**config.mk**
```make
export PLATFORM = sky130hd
export DESIGN_NAME = intr_ctl_csr
export DESIGN_NICKNAME = d
export VERILOG_FILES = /design/src/rtl/icsr_pkg.sv /design/src/rtl/icsr_sticky_flag.sv /design/src/rtl/icsr_ctl_reg.sv /design/src/rtl/icsr_tx_qual.sv /design/src/rtl/icsr_irq_comb.sv /design/src/rtl/intr_ctl_csr.sv
export SDC_FILE = /design/constraint.sdc
export NUM_CORES = 1
export LEC_CHECK = 0
export BUFFER_PORTS_ARGS = -buffer_cell sky130_fd_sc_hd__buf_2
export CAP_MARGIN = 25
export CORE_MARGIN = 2
export CORE_UTILIZATION = 31
export DETAILED_ROUTE_END_ITERATION = 7
export PLACE_DENSITY = 0.82
export RECOVER_POWER = 25
export SLEW_MARGIN = 20
export SYNTH_ARGS = -nofsm -noshare
export SYNTH_HDL_FRONTEND = slang
export SYNTH_SLANG_ARGS = --single-unit
```
**constraint.sdc**
```tcl
create_clock -name clk -period 2 [get_ports clk]
set_input_delay 0.4 -clock clk [delete_from_list [all_inputs] [get_ports clk]]
set_output_delay 0.4 -clock clk [all_outputs]
set_load 0.01 [all_outputs]
```
**src/rtl/icsr_pkg.sv**
```systemverilog
package icsr_pkg;
   // Which reset sources clear a stored bit
   typedef enum logic {
      CLR_HARD_ONLY = 1'b0,
      CLR_HARD_SOFT = 1'b1
   } clr_class_e;

   // Index of each control bit inside the control vector
   localparam int CTL_N      = 4;
   localparam int CTL_SYS_EN = 0;
   localparam int CTL_DEF_EN = 1;
   localparam int CTL_OKSUP  = 2;
   localparam int CTL_LTXEN  = 3;
endpackage

```
**src/rtl/icsr_sticky_flag.sv**
```systemverilog
module icsr_sticky_flag
   import icsr_pkg::*;
#(
   parameter clr_class_e CLR_CLASS = CLR_HARD_SOFT
) (
   input  logic clk,
   input  logic hrst,
   input  logic soft_rst,
   input  logic set_i,
   input  logic clr_i,
   output logic q
);
   logic flag_r;

   generate
      if (CLR_CLASS == CLR_HARD_SOFT) begin : g_soft
         always_ff @(posedge clk or posedge hrst) begin
            if (hrst)          flag_r <= 1'b0;
            else if (soft_rst) flag_r <= 1'b0;
            else if (set_i)    flag_r <= 1'b1;
            else if (clr_i)    flag_r <= 1'b0;
         end
      end else begin : g_hard
         logic unused_soft;
         assign unused_soft = soft_rst;
         always_ff @(posedge clk or posedge hrst) begin
            if (hrst)       flag_r <= 1'b0;
            else if (set_i) flag_r <= 1'b1;
            else if (clr_i) flag_r <= 1'b0;
         end
      end
   endgenerate

   assign q = flag_r;
endmodule

```
**src/rtl/icsr_ctl_reg.sv**
```systemverilog
module icsr_ctl_reg #(
   parameter int           N        = 4,
   parameter logic [N-1:0] SOFT_CLR = '1
) (
   input  logic         clk,
   input  logic         hrst,
   input  logic         soft_rst,
   input  logic         wr_en,
   input  logic [N-1:0] wr_bits,
   output logic [N-1:0] q
);
   generate
      if (N < 1) begin : g_bad_n
         $error("icsr_ctl_reg: N must be at least 1");
      end
      for (genvar i = 0; i < N; i++) begin : g_bit
         logic bit_r;
         if (SOFT_CLR[i]) begin : g_soft
            always_ff @(posedge clk or posedge hrst) begin
               if (hrst)          bit_r <= 1'b0;
               else if (soft_rst) bit_r <= 1'b0;
               else if (wr_en)    bit_r <= wr_bits[i];
            end
         end else begin : g_hard
            always_ff @(posedge clk or posedge hrst) begin
               if (hrst)       bit_r <= 1'b0;
               else if (wr_en) bit_r <= wr_bits[i];
            end
         end
         assign q[i] = bit_r;
      end
   endgenerate
endmodule

```
**src/rtl/icsr_tx_qual.sv**
```systemverilog
module icsr_tx_qual (
   input  logic tx_done,
   input  logic tx_ok,
   input  logic tx_desc_last,
   input  logic ok_sup,
   input  logic ltx_en,
   output logic set_o
);
   logic ok_path;

   always_comb begin
      if (ltx_en) ok_path = tx_desc_last;
      else        ok_path = !ok_sup;
      set_o = tx_done && (!tx_ok || ok_path);
   end
endmodule

```
**src/rtl/icsr_irq_comb.sv**
```systemverilog
module icsr_irq_comb #(
   parameter int N_GATED = 1
) (
   input  logic               sys_flag,
   input  logic               sys_en,
   input  logic [N_GATED-1:0] g_flag,
   input  logic [N_GATED-1:0] g_en,
   input  logic               glob_en,
   output logic               irq_o
);
   generate
      if (N_GATED < 1) begin : g_bad_n
         $error("icsr_irq_comb: N_GATED must be at least 1");
      end
   endgenerate

   always_comb begin
      irq_o = (sys_flag && sys_en) || (glob_en && |(g_flag & g_en));
   end
endmodule

```
**src/rtl/intr_ctl_csr.sv**
```systemverilog
module intr_ctl_csr
   import icsr_pkg::*;
#(
   parameter int DATA_W       = 32,
   parameter int ERR_SRC_N    = 3,
   parameter int SYS_FLAG_POS = 0,
   parameter int SYS_EN_POS   = 1,
   parameter int DEF_FLAG_POS = 2,
   parameter int DEF_EN_POS   = 3,
   parameter int OKSUP_POS    = 4,
   parameter int LTXEN_POS    = 5
) (
   input  logic                 clk,
   input  logic                 hrst,
   input  logic                 soft_rst,
   input  logic                 stop_req,
   input  logic                 wr_en,
   input  logic [DATA_W-1:0]    wr_data,
   output logic [DATA_W-1:0]    rd_data,
   input  logic [ERR_SRC_N-1:0] bus_err,
   input  logic                 tx_defer_evt,
   input  logic                 tx_done,
   input  logic                 tx_ok,
   input  logic                 tx_desc_last,
   input  logic                 glob_irq_en,
   output logic                 irq,
   output logic                 tx_irq_set
);
   localparam logic [DATA_W-1:0] ONE_W = {{(DATA_W-1){1'b0}}, 1'b1};
   localparam logic [DATA_W-1:0] USED_MASK =
      (ONE_W << SYS_FLAG_POS) | (ONE_W << SYS_EN_POS) | (ONE_W << DEF_FLAG_POS) |
      (ONE_W << DEF_EN_POS)   | (ONE_W << OKSUP_POS)  | (ONE_W << LTXEN_POS);
   localparam int USED_N = $countones(USED_MASK);
   // Deferral enable survives soft reset; the other control bits do not
   localparam logic [CTL_N-1:0] CTL_SOFT_CLR = ~(4'b0001 << CTL_DEF_EN);

   // Elaboration-time parameter checks
   generate
      if (DATA_W < 8 || DATA_W > 64) begin : g_bad_width
         $error("intr_ctl_csr: DATA_W out of range");
      end
      if (ERR_SRC_N < 1) begin : g_bad_src
         $error("intr_ctl_csr: ERR_SRC_N must be at least 1");
      end
      if (SYS_FLAG_POS >= DATA_W || SYS_EN_POS >= DATA_W || DEF_FLAG_POS >= DATA_W ||
          DEF_EN_POS >= DATA_W || OKSUP_POS >= DATA_W || LTXEN_POS >= DATA_W) begin : g_bad_pos
         $error("intr_ctl_csr: field position outside the word");
      end
      if (USED_N != 6) begin : g_overlap
         $error("intr_ctl_csr: field positions overlap");
      end
   endgenerate

   logic             sys_flag, def_flag;
   logic [CTL_N-1:0] ctl_q, ctl_wr;
   logic             any_bus_err;

   assign any_bus_err = |bus_err;

   // stop_req is an input for completeness; no bit here responds to it
   logic unused_stop;
   assign unused_stop = stop_req;

   // Sticky flags: system error follows both resets, deferral only the hard one
   icsr_sticky_flag #(.CLR_CLASS(CLR_HARD_SOFT)) u_sys_flag (
      .clk      (clk),
      .hrst     (hrst),
      .soft_rst (soft_rst),
      .set_i    (any_bus_err),
      .clr_i    (wr_en && wr_data[SYS_FLAG_POS]),
      .q        (sys_flag)
   );

   icsr_sticky_flag #(.CLR_CLASS(CLR_HARD_ONLY)) u_def_flag (
      .clk      (clk),
      .hrst     (hrst),
      .soft_rst (soft_rst),
      .set_i    (tx_defer_evt),
      .clr_i    (wr_en && wr_data[DEF_FLAG_POS]),
      .q        (def_flag)
   );

   // Control bits, gathered from their word positions
   always_comb begin
      ctl_wr             = '0;
      ctl_wr[CTL_SYS_EN] = wr_data[SYS_EN_POS];
      ctl_wr[CTL_DEF_EN] = wr_data[DEF_EN_POS];
      ctl_wr[CTL_OKSUP]  = wr_data[OKSUP_POS];
      ctl_wr[CTL_LTXEN]  = wr_data[LTXEN_POS];
   end

   icsr_ctl_reg #(.N(CTL_N), .SOFT_CLR(CTL_SOFT_CLR)) u_ctl (
      .clk      (clk),
      .hrst     (hrst),
      .soft_rst (soft_rst),
      .wr_en    (wr_en),
      .wr_bits  (ctl_wr),
      .q        (ctl_q)
   );

   icsr_tx_qual u_tx_qual (
      .tx_done      (tx_done),
      .tx_ok        (tx_ok),
      .tx_desc_last (tx_desc_last),
      .ok_sup       (ctl_q[CTL_OKSUP]),
      .ltx_en       (ctl_q[CTL_LTXEN]),
      .set_o        (tx_irq_set)
   );

   icsr_irq_comb #(.N_GATED(1)) u_irq (
      .sys_flag (sys_flag),
      .sys_en   (ctl_q[CTL_SYS_EN]),
      .g_flag   (def_flag),
      .g_en     (ctl_q[CTL_DEF_EN]),
      .glob_en  (glob_irq_en),
      .irq_o    (irq)
   );

   // Readback; unused positions read zero
   always_comb begin
      rd_data               = '0;
      rd_data[SYS_FLAG_POS] = sys_flag;
      rd_data[SYS_EN_POS]   = ctl_q[CTL_SYS_EN];
      rd_data[DEF_FLAG_POS] = def_flag;
      rd_data[DEF_EN_POS]   = ctl_q[CTL_DEF_EN];
      rd_data[OKSUP_POS]    = ctl_q[CTL_OKSUP];
      rd_data[LTXEN_POS]    = ctl_q[CTL_LTXEN];
   end
endmodule

```
After elaboration in Yosys (flattened, before gate mapping)
Cells that the tools add are included.
{"block": "classes", "reduce_logical": 13, "n_mux": 12, "bitwise": 1}
{"operator": "$mux W1", "n": 12}
{"operator": "$logic_and A1 B1 Y1", "n": 5}
{"operator": "$reduce_bool A2 Y1", "n": 2}
{"operator": "$reduce_bool A3 Y1", "n": 1}
{"operator": "$reduce_or A3 Y1", "n": 1}
{"operator": "$logic_not A1 Y1", "n": 2}
{"operator": "$logic_or A1 B1 Y1", "n": 2}
{"operator": "$and A1 B1 Y1", "n": 1}
{"block": "totals", "word_cells": 32, "output_inout_bits": 34, "in_bits": 45, "register_bits": 6}

Depth between registers and ports, before layout
Gate-level depths: netlist (run 1).
{"block": "logic_depth", "depth_word": 4, "depth_mapped": 3, "depth_no_buf": 2}

Cells and area by module
Synthesis (run 1) repeated with hierarchy kept, for this count alone.
{"block": "hier_totals", "cells_unflattened": 62, "hier_area_um2": 536.8}
{"module": "intr_ctl_csr", "area_each_um2": 232.7, "n_inst": 1, "seq_area_each_um2": 0.0, "cells_per_inst": 32}
{"module": "icsr_ctl_reg", "area_each_um2": 186.4, "n_inst": 1, "seq_area_each_um2": 100.1, "cells_per_inst": 16}
{"module": "icsr_sticky_flag (u_sys_flag)", "area_each_um2": 47.5, "n_inst": 1, "seq_area_each_um2": 25.0, "cells_per_inst": 5}
{"module": "icsr_sticky_flag (u_def_flag)", "area_each_um2": 40.0, "n_inst": 1, "seq_area_each_um2": 25.0, "cells_per_inst": 4}
{"module": "icsr_tx_qual", "area_each_um2": 20.0, "n_inst": 1, "seq_area_each_um2": 0.0, "cells_per_inst": 4}
{"module": "icsr_irq_comb", "area_each_um2": 10.0, "n_inst": 1, "seq_area_each_um2": 0.0, "cells_per_inst": 1}

Worst setup path before layout (run 1)
Ideal clock, no wire load.
{"block": "synth_path", "path_kind": "reg-to-output", "start": "register u_ctl.g_bit[2].bit_r", "end": "output port tx_irq_set", "arrival_time_ns": 0.842, "path_buffers": 0, "required_time_ns": 1.600, "setup_slack_ns": 0.758, "path_stages_with_launch": 3, "cell_sequence": "dfrtp_1 > or2_1 > a31oi_1"}
{"block": "synth_between", "elab_chain_cells": 4}
{"item": "start: declaration", "line": "icsr_ctl_reg.sv:17", "source": "logic bit_r;"}
{"item": "start signal: assignment", "line": "icsr_ctl_reg.sv:22", "source": "else if (wr_en) bit_r <= wr_bits[i];"}
{"item": "$logic_not A1 Y1", "line": "icsr_tx_qual.sv:13", "source": "else ok_path = !ok_sup;"}
{"item": "$mux W1", "line": "icsr_tx_qual.sv:12", "source": "if (ltx_en) ok_path = tx_desc_last;"}
{"item": "$logic_or A1 B1 Y1", "line": "icsr_tx_qual.sv:14", "source": "set_o = tx_done && (!tx_ok || ok_path);"}
{"item": "$logic_and A1 B1 Y1", "line": "icsr_tx_qual.sv:14"}
{"item": "end: declaration", "line": "intr_ctl_csr.sv:27", "source": "output logic tx_irq_set"}
Every way passes these cells.

Worst setup path in the final report (run 1)
Ends and elaborated chain as after synthesis.

==> metrics.yaml, run 1 <==
outcome:
  status: "finished clean"
pwr:
  internal_power_uw: 230
  p_seq_share_pct: 42.0
  p_per_area_nw_per_um2: 598
  power_frac_comb_pct: 25.0
  leakage_nw: 0.339
  pwr-share-clk_pct: 33.0
  p_sw_uw: 93.5
  vdd_ir_drop_max_v: 0.000165
  swShare_pct: 28.9
setup_path:
  crit_slowest_cell: "dfrtp_1"
  worstSetupStartpointType: "flip-flop"
  end_kind: "output port"
  path_class: "reg -> out"
  path_cells: "or2_1 -> a31oi_1 -> buf_2"
  path_max_fanout: 3
  arrival_ps: 1140
  worst_ep_required_time_ps: 1600
  cp_slowest_stage_delay_ps: 380
drt:
  wl_met3_um: 99
  highest_layer: "met4"
  drtPass1Iterations: 3
  drc_errors: 0
  via_count: 352
  routed_wl_um: 854
  avgViaCountPerCell: 3.74
  met1_length_um: 280
  antenna_left: 0
  wire_per_inst_um: 9.09
  dr_wl_met2_um: 447
  drt-initial-drc-count: 2
sta:
  hold_violations: 0
  fin_crit_sh_pct: 77.0
  finalSetupViolCount: 0
  rsz0062_at_grt: "no"
  post-route-min-period_ps: 1540
  timing.fmax_ghz: 0.649
  finClkSkew_ps: 0
  finalMaxSlewViolations: 0
  setup_tns_ps: 0
finish:
  drive_gt1_share_pct: 38.5
  multi_input_area_um2: 215
  antenna_cells: 0
  finish.utilization_pct: 34.7
  syn_to_final_growth_pct: 1.89
  n_fill_cell: 171
  final_nets: 125
  post-route-cell-area_um2: 541
  ff_latch_area_um2: 150
floorplanning:
  die_w_um: 45.4
  floorplan.initialDensity_pct: 34.0
  die_h_um: 45.4
  num_rows: 14
  core_um2: 1560
  io_pins: 79
  dieArea_um2: 2060
logic_synthesis:
  avgSynthCellArea_um2: 9.15
  synth.yosys.seq_area_share_pct: 28.3
  synth_cells: 58
  ys_seq_elements: 6
  syn_area_um2: 531
  yosysUniqueCellTypes: 16
  ys_warn_count: 0
global_routing:
  grtUsageTotal_pct: 8.98
  antenna_found_initial: 0
  grt_pass1_wl_um: 1190
  grt_overflow: 0
  grt_max_degree: 7
  grt_pass1_vias: 307
hold_path:
  hp-class: "in -> async"
placement:
  gp_congestion: 0.622
  place_area_um2: 518
  hpwl_um: 769
  io_buffers: 25
clocking:
  clk_pin_slew_ps: 40
  insertion_delay_ps: 240
  cts_tree: "built"
  numCtsBuffers: 3
  cts_sinks: 6
  ctsHoldBuffers: 0
  root_buffer: "clkbuf_4"
  cts_resized: 0
  h-tree-depth: 1
  clk_path_buf_depth: 2
  cts_setup_buffers: 0
run:
  maxCapViolations: 0
## sequential cells by signal, indices dropped and copies added, names as in the netlist
signal / flops
u_sys_flag.q: 1
u_def_flag.q: 1
u_ctl.g_bit.bit_r: 4
## stage by stage
stage | hold WS (ps) | worst slack, ps | std cells | power, mW
3_3_place_gp | 311 | 724 | 91 | 0.217
4_1_cts | 63.6 | 442 | 94 | 0.329
6_report | 63.4 | 459 | 94 | 0.323
5_1_grt | 68.1 | 353 | 94 | 0.350
3_5_place_dp | 324 | 710 | 91 | 0.219
2_1_floorplan | 191 | 758 | 83 | 0.237
## logic make-up after synthesis
group	Yosys count	synth area share [%]
other cells	1	0.707
mux	4	8.49
flops	6	28.3
compound gates	5	8.02
simple gates	7	5.66
buf+inv	35	48.8
## cells in the mapped netlist
cell type  instances  share of area [%]
mux2_4             1                2.8
nand2_1            2                1.4
buf_4             32                 45
a31oi_1            1                1.2
a21bo_1            1                1.9
dfrtp_1            6                 28
inv_1              2                1.4
a21oi_2            1                1.7
conb_1             1               0.71
nor2_1             3                2.1
a32o_1             1                1.9
or2_1              1                1.2
buf_6              1                2.1
a21o_1             1                1.4
mux2i_1            3                5.7
nor3_1             1               0.94
## path summary, 6_finish.rpt
check | to | depth (start not counted) | slack (ps) | from
max reg2reg | u_ctl.g_bit[1].bit_r | 1 | 1230 | u_ctl.g_bit[1].bit_r
min | u_ctl.g_bit[3].bit_r | 2 | 60 | hrst
max in group asynchronous | u_ctl.g_bit[1].bit_r | 2 | 1750 | hrst
max | tx_irq_set | 3 | 460 | u_ctl.g_bit[2].bit_r
min in group clk | u_def_flag.q | 2 | 340 | tx_defer_evt
min reg2reg | u_def_flag.q | 1 | 510 | u_def_flag.q
## cell type report
class	count	share of cell area (%)
tap	16	3.70
timing repair buffer	25	23.1
inverter	2	1.39
multi-input combinational	42	39.8
sequential	6	27.8
clock buffer	3	4.17
## critical path, delay by kind of cell, from the launching register on
| kind | cells | cell delay, ps |
|---|---|---|
| buffers and inverters | 1 | 150 |
| flip-flops | 1 | 380 |
| AO/OA/AOI/OAI | 1 | 150 |
| AND/OR/NAND/NOR | 1 | 230 |
## placed cells by master, fill, tap and decap left out
cell type	count
clkbuf_4	3
conb_1	26
mux2i_1	3
a21o_1	1
a32o_1	1
nor2_1	3
nand2_1	2
a31oi_1	1
a21bo_1	1
buf_2	25
dfrtp_1	6
inv_1	2
nor3_1	1
mux2_4	1
a21oi_2	1
or2_1	1
## metal layers
metal | GRT usage, % | vias up
met3 | 3.57 | 4
met4 | 8.82 | 0
met2 | 14.6 | 31
met5 | 0 | -
li1 | - | 166
met1 | 8.35 | 151
## power by group through the flow
stage / logic (mW) / registers, mW / clock network, mW
after global placement: 0.0791 / 0.137 / 0
after detailed placement: 0.0806 / 0.138 / 0
after floorplan: 0.101 / 0.136 / 0
after global routing: 0.0904 / 0.137 / 0.123
after CTS: 0.0810 / 0.136 / 0.112
final: 0.0808 / 0.136 / 0.107
No activity file was read; power rests on OpenSTA's default activity.
==> run 2, diff against run 1 <==
--- a/config.mk
+++ b/config.mk
@@ -5,12 +5,13 @@
 export SDC_FILE = /design/constraint.sdc
 export NUM_CORES = 1
 export LEC_CHECK = 0
+export ABC_AREA = 1
 export BUFFER_PORTS_ARGS = -buffer_cell sky130_fd_sc_hd__buf_2
 export CAP_MARGIN = 25
 export CORE_MARGIN = 2
-export CORE_UTILIZATION = 31
+export CORE_UTILIZATION = 26
 export DETAILED_ROUTE_END_ITERATION = 7
-export PLACE_DENSITY = 0.82
+export PLACE_DENSITY = 0.73
 export RECOVER_POWER = 25
 export SLEW_MARGIN = 20
 export SYNTH_ARGS = -nofsm -noshare
==> constraint.sdc (replaced) <==
create_clock -name clk -period 1.3 [get_ports clk]
set_input_delay 0.26 -clock clk [delete_from_list [all_inputs] [get_ports clk]]
set_output_delay 0.26 -clock clk [all_outputs]
set_load 0.01 [all_outputs]
==> metrics.yaml, run 2 <==
global_routing:
  grtUsageTotal_pct: 7.33
  grt_pass1_wl_um: 1420
  grt_pass1_vias: 357
  antenna_found_initial: 0
  grt_max_degree: 8
  grt_overflow: 0
sta:
  hold_violations: 0
  rsz0062_at_grt: "yes"
  finalMaxSlewViolations: 0
  fin_crit_sh_pct: 99.6
  finClkSkew_ps: 0
  setup_tns_ps: 0
  holdWs_ps: 190
  timing.fmax_ghz: 0.773
  post-route-min-period_ps: 1290
  finalSetupViolCount: 0
logic_synthesis:
  synth_top_area_cell: "buf_4"
  yosysUniqueCellTypes: 12
  synth_most_common_cell: "buf_4"
  syn_area_um2: 533
  synth_cells: 70
  ys_warn_count: 0
  ys.flop_type: "dfrtp_1"
  synthArstFlopShare_pct: 100
  synth_area_leaders: "buf_4 45%, dfrtp_1 28%, nand2_1 7.0%"
  yosys.area.top_type_share_pct: 45.1
  synth_edf_count: 0
  ys_seq_elements: 6
  synthTopCellsByCount: "32 x buf_4, 10 x nand2_1, 6 x dfrtp_1, 6 x inv_1, 6 x nand3_1"
  synth.yosys.seq_area_share_pct: 28.2
  avgSynthCellArea_um2: 7.61
floorplanning:
  dieArea_um2: 2430
  die_h_um: 49.3
  floorplan.initialDensity_pct: 27.4
  core_um2: 1940
  io_pins: 79
  die_w_um: 49.3
  num_rows: 16
drt:
  drtPass1Iterations: 4
  drt-initial-drc-count: 4
  antenna_left: 0
  wire_per_inst_um: 7.33
  avgViaCountPerCell: 3.46
  routed_wl_um: 879
  drc_errors: 0
  via_count: 415
finish:
  mostFrequentLayoutCell: "conb_1"
  final_nets: 140
  drive_gt1_share_pct: 31.2
  top_register: "u_ctl.g_bit.bit_r"
  final_cell_mix: "26 x conb_1, 25 x buf_2, 10 x nand2_1"
  n_fill_cell: 228
  syn_to_final_growth_pct: 9.15
  antenna_cells: 0
  multi_input_area_um2: 210
  ff_latch_area_um2: 150
  largest_reg_flops: 4
  layout.cells.non_filler: 120
placement:
  gp_congestion: 0.801
  dp_cells: 115
  hpwl_um: 779
  io_buffers: 25
pwr:
  vdd_ir_drop_max_v: 0.000440
  leakage_nw: 0.367
  p_per_area_nw_per_um2: 854
clocking:
  root_buffer: "clkbuf_4"
  clk_path_buf_depth: 2
  insertion_delay_ps: 230
  h-tree-depth: 1
  cts_resized: 0
  cts_sinks: 6
  clk_pin_slew_ps: 40
  cts_tree: "built"
  numCtsBuffers: 3
setup_path:
  worst_ep_required_time_ps: 1040
  path_max_fanout: 4
  end_kind: "output port"
  arrival_ps: 1030
  worst_r2r_path_depth: 3
  path_class: "reg -> out"
  r2r_start: "u_ctl.g_bit[3].bit_r"
  ff2ff_setup_slack_ps: 530
  reg2reg_to: "u_ctl.g_bit[3].bit_r"
  worstSetupStartpointType: "flip-flop"
hold_path:
  hold_path_depth: 2
  holdCritStartpoint: "soft_rst"
  hold_end: "u_sys_flag.q"
  hp-class: "in -> reg"
run:
  maxCapViolations: 0
outcome:
  status: "finished clean"
## run 2: cell types whose count changed in the layout (fill, tap and decap cells not counted), sizes merged, moves of 2 or more
cell,change
nand2,+8
nand3,+6
mux2i,-3
inv,+4
o21ai,+2
## run 2: area by class of cell
type | count | share of cell area [%]
clock buffer | 3 | 3.87
multi-input combinational | 51 | 36.1
inverter | 6 | 3.87
tap | 27 | 5.81
timing repair buffer | 27 | 24.5
sequential | 6 | 25.8
## run 2: metal layers
metal / routed length [µm] / share of wire [%] / GRT usage (%)
met1: 340 / 39 / 8.24
met2: 429 / 49 / 13.5
met3: 110 / 13 / 2.15
met4: 0 / 0 / 1.43
met5: 0 / 0 / 0
## run 2: worst max-delay path, cell delays in order, from the launching register on
cell and delay [ps]:
dfrtp_1 400, nand2_1 70, nand2_1 40, o21a_1 150
buf_2 130
## run 2: kinds of logic (layout without fill, tap and decap cells)
group                  count (synthesis)  after routing  share of synthesized area (%)
buffers and inverters                 38             36                           49.3
AND/OR/NAND/NOR                       20             20                           15.5
flip-flops                             6              6                           28.2
AO/OA/AOI/OAI                          5              5                           6.34
other                                  1             26                          0.704
## run 2: repair_timing
action | 4_1_cts | 5_1_grt
setup buffers | 1 | 0
gates cloned | 0 | 0
hold buffers | 1 | 0
pin swaps | 1 | 0
hold endpoints to repair | 6 | 0
endpoints found under the setup margin | 1 | 1
## run 2: where the power goes
part           internal (mW)  switching (mW)  total [mW]
Combinational         0.0460          0.0800       0.126
Sequential             0.200         0.00813       0.208
Clock                  0.104          0.0591       0.163
## run 2: worst max path at each step
stage	startpoint	to	depth (start not counted)
after floorplan	u_ctl.g_bit[3].bit_r	tx_irq_set	3
after global routing	u_ctl.g_bit[3].bit_r	tx_irq_set	4
after detailed placement	u_ctl.g_bit[3].bit_r	tx_irq_set	4
final	u_ctl.g_bit[3].bit_r	tx_irq_set	4
after global placement	u_ctl.g_bit[3].bit_r	tx_irq_set	4
after CTS	u_ctl.g_bit[3].bit_r	tx_irq_set	4
## run 2: metrics by stage
step	util, %	cell area (µm²)	worst slack (ps)	total power, mW
after floorplan	-	627	368	0.356
after global placement	28.1	546	253	0.331
after CTS	30.2	586	-13.9	0.506
after detailed placement	28.1	546	220	0.334
after global routing	30.0	582	-68.8	0.531
final	30.0	582	5.77	0.497
